`config.mk`:
```
export PLATFORM = sky130hd
export DESIGN_NAME = wreg_file
export DESIGN_NICKNAME = d
export VERILOG_FILES = /design/src/rtl/wreg_pkg.sv /design/src/rtl/wreg_wsel.sv /design/src/rtl/wreg_store.sv /design/src/rtl/wreg_file.sv
export SDC_FILE = /design/constraint.sdc
export NUM_CORES = 1
export LEC_CHECK = 0
export BUFFER_PORTS_ARGS = -buffer_cell sky130_fd_sc_hd__buf_4
export CAP_MARGIN = 20
export CORE_MARGIN = 5
export CORE_UTILIZATION = 52
export CTS_CLUSTER_SIZE = 30
export DETAILED_ROUTE_END_ITERATION = 6
export PLACE_DENSITY = 0.7
export SYNTH_ARGS = -nofsm -noshare
export SYNTH_HDL_FRONTEND = slang
export SYNTH_SLANG_ARGS = --single-unit
```
`constraint.sdc`:
```
create_clock -name clk -period 1.9 [get_ports clk]
set_input_delay 0 -clock clk [delete_from_list [all_inputs] [get_ports clk]]
set_output_delay 0 -clock clk [all_outputs]
set_load 0.05 [all_outputs]
```
`src/rtl/wreg_pkg.sv`:
```
package wreg_pkg;
  // index of the even register of pair p
  function automatic int unsigned pair_lo(input int unsigned p);
    return 2 * p;
  endfunction

  // true when a data-space address lands inside the register file
  function automatic logic ds_in_file(input logic [15:0] a, input int unsigned nregs);
    return 32'(a) < nregs;
  endfunction
endpackage

```
`src/rtl/wreg_wsel.sv`:
```
module wreg_wsel #(
  parameter int NREGS = 32,
  parameter int DW    = 8,
  parameter int AW    = $clog2(NREGS),
  parameter int DSW   = 16
) (
  input  logic              wr_en,
  input  logic [AW-1:0]     wr_addr,
  input  logic [DW-1:0]     wr_data,
  input  logic              pr_wr_en,
  input  logic [AW-2:0]     pr_wr_idx,
  input  logic [2*DW-1:0]   pr_wr_data,
  input  logic              ds_we,
  input  logic [DSW-1:0]    ds_addr,
  input  logic [DW-1:0]     ds_wdata,
  output logic              we_vec [NREGS],
  output logic [DW-1:0]     wd_vec [NREGS]
);
  import wreg_pkg::*;

  logic ds_ok;
  assign ds_ok = ds_we && ds_in_file(ds_addr, NREGS);

  for (genvar i = 0; i < NREGS; i++) begin : g_reg
    localparam logic [AW-1:0] RIDX = AW'(i);
    localparam logic [AW-2:0] PIDX = (AW-1)'(i / 2);
    localparam bit            ODD  = (i % 2) == 1;
    logic hit_pair, hit_byte, hit_ds;
    logic [DW-1:0] pair_byte;
    assign hit_pair  = pr_wr_en && (pr_wr_idx == PIDX);
    assign hit_byte  = wr_en && (wr_addr == RIDX);
    assign hit_ds    = ds_ok && (ds_addr[AW-1:0] == RIDX);
    assign pair_byte = ODD ? pr_wr_data[2*DW-1:DW] : pr_wr_data[DW-1:0];
    always_comb begin
      we_vec[i] = hit_pair || hit_byte || hit_ds;
      if (hit_pair)      wd_vec[i] = pair_byte;
      else if (hit_byte) wd_vec[i] = wr_data;
      else               wd_vec[i] = ds_wdata;
    end
  end
endmodule

```
`src/rtl/wreg_store.sv`:
```
module wreg_store #(
  parameter int NREGS = 32,
  parameter int DW    = 8
) (
  input  logic          clk,
  input  logic          rst_n,
  input  logic          we_vec [NREGS],
  input  logic [DW-1:0] wd_vec [NREGS],
  output logic [DW-1:0] mem    [NREGS]
);
  for (genvar i = 0; i < NREGS; i++) begin : g_cell
    always_ff @(posedge clk or negedge rst_n) begin
      if (!rst_n)         mem[i] <= '0;
      else if (we_vec[i]) mem[i] <= wd_vec[i];
    end
  end
endmodule

```
`src/rtl/wreg_file.sv`:
```
module wreg_file #(
  parameter int NREGS    = 32,
  parameter int DW       = 8,
  parameter int DSW      = 16,
  parameter int PTR_BASE = 26,
  localparam int AW      = $clog2(NREGS),
  localparam int PW      = 2 * DW
) (
  input  logic           clk,
  input  logic           rst_n,
  input  logic [AW-1:0]  rd_a_addr,
  output logic [DW-1:0]  rd_a_data,
  input  logic [AW-1:0]  rd_b_addr,
  output logic [DW-1:0]  rd_b_data,
  input  logic           wr_en,
  input  logic [AW-1:0]  wr_addr,
  input  logic [DW-1:0]  wr_data,
  input  logic [AW-2:0]  pr_rd_idx,
  output logic [PW-1:0]  pr_rd_data,
  input  logic           pr_wr_en,
  input  logic [AW-2:0]  pr_wr_idx,
  input  logic [PW-1:0]  pr_wr_data,
  input  logic [DSW-1:0] ds_addr,
  input  logic           ds_we,
  input  logic [DW-1:0]  ds_wdata,
  output logic           ds_hit,
  output logic [DW-1:0]  ds_rdata,
  output logic [PW-1:0]  ptr_x,
  output logic [PW-1:0]  ptr_y,
  output logic [PW-1:0]  ptr_z,
  output logic [PW-1:0]  lut_addr
);
  import wreg_pkg::*;

  localparam int X_LO = PTR_BASE;
  localparam int Y_LO = PTR_BASE + 2;
  localparam int Z_LO = PTR_BASE + 4;

  logic          we_vec [NREGS];
  logic [DW-1:0] wd_vec [NREGS];
  logic [DW-1:0] mem    [NREGS];

  wreg_wsel #(.NREGS(NREGS), .DW(DW), .AW(AW), .DSW(DSW)) u_wsel (
    .wr_en(wr_en), .wr_addr(wr_addr), .wr_data(wr_data),
    .pr_wr_en(pr_wr_en), .pr_wr_idx(pr_wr_idx), .pr_wr_data(pr_wr_data),
    .ds_we(ds_we), .ds_addr(ds_addr), .ds_wdata(ds_wdata),
    .we_vec(we_vec), .wd_vec(wd_vec)
  );

  wreg_store #(.NREGS(NREGS), .DW(DW)) u_store (
    .clk(clk), .rst_n(rst_n), .we_vec(we_vec), .wd_vec(wd_vec), .mem(mem)
  );

  assign rd_a_data  = mem[rd_a_addr];
  assign rd_b_data  = mem[rd_b_addr];
  assign pr_rd_data = {mem[{pr_rd_idx, 1'b1}], mem[{pr_rd_idx, 1'b0}]};

  assign ptr_x    = {mem[X_LO + 1], mem[X_LO]};
  assign ptr_y    = {mem[Y_LO + 1], mem[Y_LO]};
  assign ptr_z    = {mem[Z_LO + 1], mem[Z_LO]};
  assign lut_addr = ptr_z;

  assign ds_hit   = ds_in_file(ds_addr, NREGS);
  assign ds_rdata = ds_hit ? mem[ds_addr[AW-1:0]] : '0;

  // named events for the assertions
  logic byte_alone, byte_vs_pair, pair_on_x;
  assign byte_vs_pair = wr_en && pr_wr_en && (wr_addr[AW-1:1] == pr_wr_idx);
  assign byte_alone   = wr_en && !byte_vs_pair;
  assign pair_on_x    = pr_wr_en && (32'(pr_wr_idx) == X_LO / 2);

  assert_byte_write_R3: assert property (@(posedge clk) disable iff (!rst_n)
    byte_alone |=> mem[$past(wr_addr)] == $past(wr_data));

  assert_pair_lo_R4: assert property (@(posedge clk) disable iff (!rst_n)
    pr_wr_en |=> mem[{$past(pr_wr_idx), 1'b0}] == $past(pr_wr_data[DW-1:0]));

  assert_pair_hi_R4: assert property (@(posedge clk) disable iff (!rst_n)
    pr_wr_en |=> mem[{$past(pr_wr_idx), 1'b1}] == $past(pr_wr_data[PW-1:DW]));

  assert_pair_wins_R6: assert property (@(posedge clk) disable iff (!rst_n)
    byte_vs_pair |=> mem[$past(wr_addr)] ==
      ($past(wr_addr[0]) ? $past(pr_wr_data[PW-1:DW]) : $past(pr_wr_data[DW-1:0])));

  assert_x_follows_R5: assert property (@(posedge clk) disable iff (!rst_n)
    pair_on_x |=> ptr_x == $past(pr_wr_data));

  assert_miss_quiet_R8: assert property (@(posedge clk) disable iff (!rst_n)
    !ds_hit |-> ds_rdata == '0);
endmodule

```
Word-level counts from Yosys, hierarchy flattened
Cells that the tools add are included.
{"block": "word_totals", "elab_cells": 348, "regBits": 256, "output_inout_bits": 105, "inputBits": 76}
{"block": "classes", "n_eq_ne": 77, "n_reduce_logical": 148, "bitwise_logic": 5, "n_lt_le_gt_ge": 6, "muxes": 80}
{"op": "two-way mux 8 bit", "n": 75}
{"op": "binary-select mux 8 bit (select 5 bit)", "n": 5}
{"op": "== test 5 bit (second input constant)", "n": 32}
{"op": "logical AND 1 bit", "n": 81}
{"op": "== test 5 x 4 -> 1 bit (second input constant)", "n": 16}
{"op": "logical OR 1 bit", "n": 64}
{"op": "== test 5 x 3 -> 1 bit (second input constant)", "n": 8}
{"op": "== test 4 bit (second input constant)", "n": 8}
{"op": "greater-or-equal comparator 6 bit (second input constant)", "n": 5}
{"op": "inverter 5 -> 6 bit", "n": 5}
{"op": "== test 5 x 2 -> 1 bit (second input constant)", "n": 4}
{"op": "== test 4 x 3 -> 1 bit (second input constant)", "n": 4}
{"op": "< comparator 16 x 6 -> 1 bit (second input constant)", "n": 1}
{"op": "== test 5 x 1 -> 1 bit (second input constant)", "n": 2}
{"op": "logical NOT 5 bit", "n": 2}
{"op": "== test 4 x 2 -> 1 bit (second input constant)", "n": 2}
{"op": "== test 4 x 1 -> 1 bit (second input constant)", "n": 1}
{"op": "logical NOT 4 bit", "n": 1}

Logic depth before layout (Yosys ltp)
{"block": "depth", "depth_word": 5, "ltp_mapped": 9, "ltp_nobuf": 5}

Cells and area by module
Synthesis repeated with hierarchy kept, for this count alone.
{"block": "unflattened", "hier_cells": 2602, "area_unflattened_um2": 25608.3}
{"module": "wreg_store", "area_each_um2": 9649.3, "seq_area_each_um2": 6406.1, "instances": 1, "cells_per_inst": 544}
{"module": "wreg_file", "area_each_um2": 8514.4, "seq_area_each_um2": 0.0, "instances": 1, "cells_per_inst": 599}
{"module": "wreg_wsel", "area_each_um2": 7444.6, "seq_area_each_um2": 0.0, "instances": 1, "cells_per_inst": 1459}

Worst setup path after synthesis
Ideal clock, no wire load.
{"block": "synth_timing", "path_type": "in2out", "startpoint": "input ds_addr[1]", "endpoint": "output ds_rdata[2]", "arrival_time_ns": 3.458, "required_ns": 1.900, "setup_slack_ns": -1.558, "path_stages": 8, "cell_sequence": "buf_4 buf_6 buf_6 buf_6 mux2i_1 a221oi_1 o22ai_1 a2111oi_0"}
{"block": "synth_between", "elab_chain_cells": 5}
{"element": "start: declaration", "line": "wreg_file.sv:23", "text": "input logic [DSW-1:0] ds_addr,"}
{"element": "inverter 5 -> 6 bit (not written as such)", "line": "wreg_file.sv:64", "text": "assign ds_rdata = ds_hit ? mem[ds_addr[AW-1:0]] : '0;"}
{"element": "binary-select mux 8 bit (select 5 bit)", "line": "wreg_file.sv:64"}
{"element": "two-way mux 8 bit (not written as such) (2 in series)", "line": "wreg_file.sv:64"}
{"element": "two-way mux 8 bit (*)", "line": "wreg_file.sv:64"}
{"element": "end: declaration", "line": "wreg_file.sv:27", "text": "output logic [DW-1:0] ds_rdata,"}
Every way passes the cells marked *; elsewhere a longest branch is shown, timed or not. The select of a mux whose other input is x is not followed.

Worst setup path in the final report
{"block": "layout_timing", "startpoint": "register u_store.mem[87] (netlist bit)", "endpoint": "output rd_b_data[7]"}
{"block": "layout_between", "elab_chain_cells": 3}
{"element": "start: declaration", "line": "wreg_store.sv:9", "text": "output logic [DW-1:0] mem [NREGS]"}
{"element": "start signal: indexed assignment", "line": "wreg_store.sv:14", "text": "else if (we_vec[i]) mem[i] <= wd_vec[i];"}
{"element": "binary-select mux 8 bit (select 5 bit)", "line": "wreg_file.sv:55", "text": "assign rd_b_data = mem[rd_b_addr];"}
{"element": "two-way mux 8 bit (not written as such) (2 in series)", "line": "wreg_file.sv:55"}
{"element": "end: declaration", "line": "wreg_file.sv:14", "text": "output logic [DW-1:0] rd_b_data,"}
No other way between the ends. The select of a mux whose other input is x is not followed.

==> results.md <==
- Initial DRC Count: 2925
- Fmax achieved: 0.391 GHz
- Most flop-heavy register: u_store.mem
- Antenna violations before repair: 11
- RR Endpoint: u_store.mem[1]
- Syn-to-layout area delta: 28.0%
- Final Hold Fails: 2
- Flop pwr share: 0.288
- CP Data Arrival Time: 2.56 ns
- Status: finished with violations
- Vias/cell: 7.14
- Clk buf depth: 3
- Row Count: 79
- Combinational power share: 0.489
- Power Dens Cells: 1040 mW/mm^2
- Synthesized area per cell: 11.1 um^2
- Count leader, synth: mux2i_1
- Clk pwr share: 0.223
- # fillers: 3596
- Total Wirelength: 115000 um
- Fin crit share: 1.35
- FFs w/ async S/R, synth: 1.00
- Port Buf Inserts: 180
- Top flop regs: u_store.mem x256
- Total power: 32.4 mW
- Overall global routing resource usage: 0.443
- Die span in x: 226 um
- Detailed Place HPWL: 87000 um
- Worst skew pair latency: 0.58 ns
- Least-Margin Pin Slew: 1.26 ns
- Primary FF master, synth: dfrtp_1
- CTS tree: done
- DRC viols: 1
- CTS root buf: clkbuf_16
- Sink Count: 256
- Synth top area share: 0.263
- Final hold slack: -0.000913 ns
- Final Critical Period: 2.56 ns
- Largest net degree at the start of global routing: 70
- Unrepaired setup endpoints after global routing: yes
- Post-Syn Instances: 2189
- Failing checks: DRC, hold timing, setup timing
- Worst clock skew: 0 ns
- Area of the multi-input gates: 0.0168 mm^2
- Synth top area cells: dfrtp_1, mux4_2, mux2i_1
- Seq cells post-synth: 256
- Met2 wire len: 52400 um
- Int Pwr: 19.4 mW
- Syn_nets: 2265
- Crit-path max cell delay: 0.52 ns
- DR top layer: met5
- CP max-delay cell: mux4_2
- Sw Share: 0.400
- Final setup margin: -0.658 ns
- Final nets: 2645
- Cell variety after synth: 49
- Top post-synthesis cells by count: mux2i_1, mux2_2, mux4_2
- Sw power: 13.0 mW
- CP Cell Sequence: mux4_2 -> mux4_2 -> mux2_4 -> buf_6
- First-pass GRT wire length: 163000 um
- Leakage: 13.5 nW
- Clock-pin slew on the worst setup and hold paths: 0.06 ns
- Critical Path Start Type: flip-flop
- Initial core utilization: 0.524
- Die area: 0.0512 mm^2
- Critical Path Fanout Max: 4
- Vias in the first global route: 22.9k
- Reg2Reg Launch Point: u_store.mem[1]
- Most used cell, CP: mux4_2
- Post-synthesis sequential area ratio: 0.263
- Post-synth top area cell: dfrtp_1
- EDFF count, synth: 0
- Initial DRT Pass Iterations: 7
- Peak supply drop: 0.902 mV
- Max Slew Vio Count: 0
- Worst r2r path cells: 3
- Max Cap Viol: 0
- Max reg flops: 256
- Required @ worst endpoint: 1.90 ns
- Setup_tns: -21.42 ns
- Die Y-Extent: 226 um
- Core area: 0.0465 mm^2
- Layout cells sized above 1: 0.539
- Met3 wire length: 12900 um
- Routed WL per cell: 35.9 um
- Slew headroom: 0.158
- Reg2Reg Setup Slack: 0.77 ns
- CP Capture Type: output port
- Critical setup path kind: flip-flop to output port
- Post-Route M1 WL: 39300 um
- Register area: 0.00648 mm^2
- DR vias: 22.9k
- Netlist Area Pre-Place: 0.0243 mm^2
- CTS Buf Count: 35
- Final setup fails: 40
- Ys Warns: 0
- H-tree Lvls: 2
- Worst min-delay path category: input pin to async pin
- Placer Congestion: 1.06
- Final ANT Viol Nets: 0
- Top Ports: 181
- GRT overflow: 0
power by group through the flow:
| stage | logic (mW) | registers [mW] | clock network [mW] |
|---|---|---|---|
| 5_1_grt | 16.3 | 9.40 | 7.44 |
| 4_1_cts | 15.4 | 9.19 | 7.20 |
| 3_3_place_gp | 14.2 | 9.11 | 0 |
| 6_report | 15.8 | 9.33 | 7.20 |
| 2_1_floorplan | 9.08 | 8.29 | 0 |
| 3_5_place_dp | 14.4 | 9.19 | 0 |
critical path: cells and delay by family, from the launching register on:
kind     cells  cell delay, ns
buf+inv      1            0.16
mux          3            1.35
flops        1            0.47
cells in the final DEF (no fill, tap or decap), types with 11 or more instances in the layout:
cell type	n
a21oi_1	85
nor2_2	20
nor2_1	90
mux2_2	250
dfrtp_1	195
buf_8	20
clkbuf_16	36
a22oi_1	12
nand2b_1	11
a22o_1	13
mux2_4	16
dfrtp_2	61
buf_4	497
nand2_1	208
o21ai_0	172
buf_12	44
a211oi_2	13
a21oi_2	18
nand2_2	11
buf_6	79
a221oi_2	14
mux2i_1	338
mux4_2	264
per-layer routing:
metal	global-route usage	vias to the layer above
met2	0.695	1791
met5	0	-
met4	0.313	8
met3	0.108	532
met1	0.539	11513
li1	-	9070
per-stage QoR:
stage | utilization | setup slack, ns | hold WS, ns | instances | cell area [um^2]
after detailed placement | 0.620 | -0.341 | 0.0363 | 3100 | 28800
after global placement | 0.620 | -0.316 | 0.0302 | 3100 | 28800
after global routing | 0.670 | -0.664 | 0.0380 | 3200 | 31100
after CTS | 0.665 | -0.630 | 0.00159 | 3192 | 30900
after floorplan | - | -0.197 | -0.296 | 2189 | 24400
final | 0.670 | -0.658 | -0.000913 | 3207 | 31100
final cells by class:
cell class | count | area share
multi-input cells | 1626 | 0.538
flip-flops and latches | 256 | 0.208
repair buffers | 648 | 0.189
clock buffers | 49 | 0.0324
well taps | 607 | 0.0244
clock inverters | 12 | 0.00663
diodes | 7 | 0.000563
inverters | 2 | 0.000241
what timing repair did:
item                                    4_1_cts  5_1_grt
buffers inserted                             27       14
hold endpoints to repair                    306        0
resized for setup                           185       46
hold buffers                                  8        0
endpoints found under the setup margin       40       40
pin swaps                                    25       13
cell families after synthesis:
kind of cell,synth area share
mux,0.513
simple gates,0.0721
compound gates,0.0867
buf+inv,0.0652
flops,0.263
worst max path at each step:
stage                     start         endpoint  slack [ns]  cells past startpoint
6_report        u_store.mem[87]     rd_b_data[7]       -0.66                      4
5_1_grt        u_store.mem[230]     rd_a_data[6]       -0.66                      4
4_1_cts         u_store.mem[87]     rd_b_data[7]       -0.63                      4
3_5_place_dp              ds_we  u_store.mem[36]       -0.34                      7
3_3_place_gp              ds_we  u_store.mem[38]       -0.32                      7
2_1_floorplan        ds_addr[1]      ds_rdata[2]       -0.20                      8
Power figures use the tool's default switching activity.
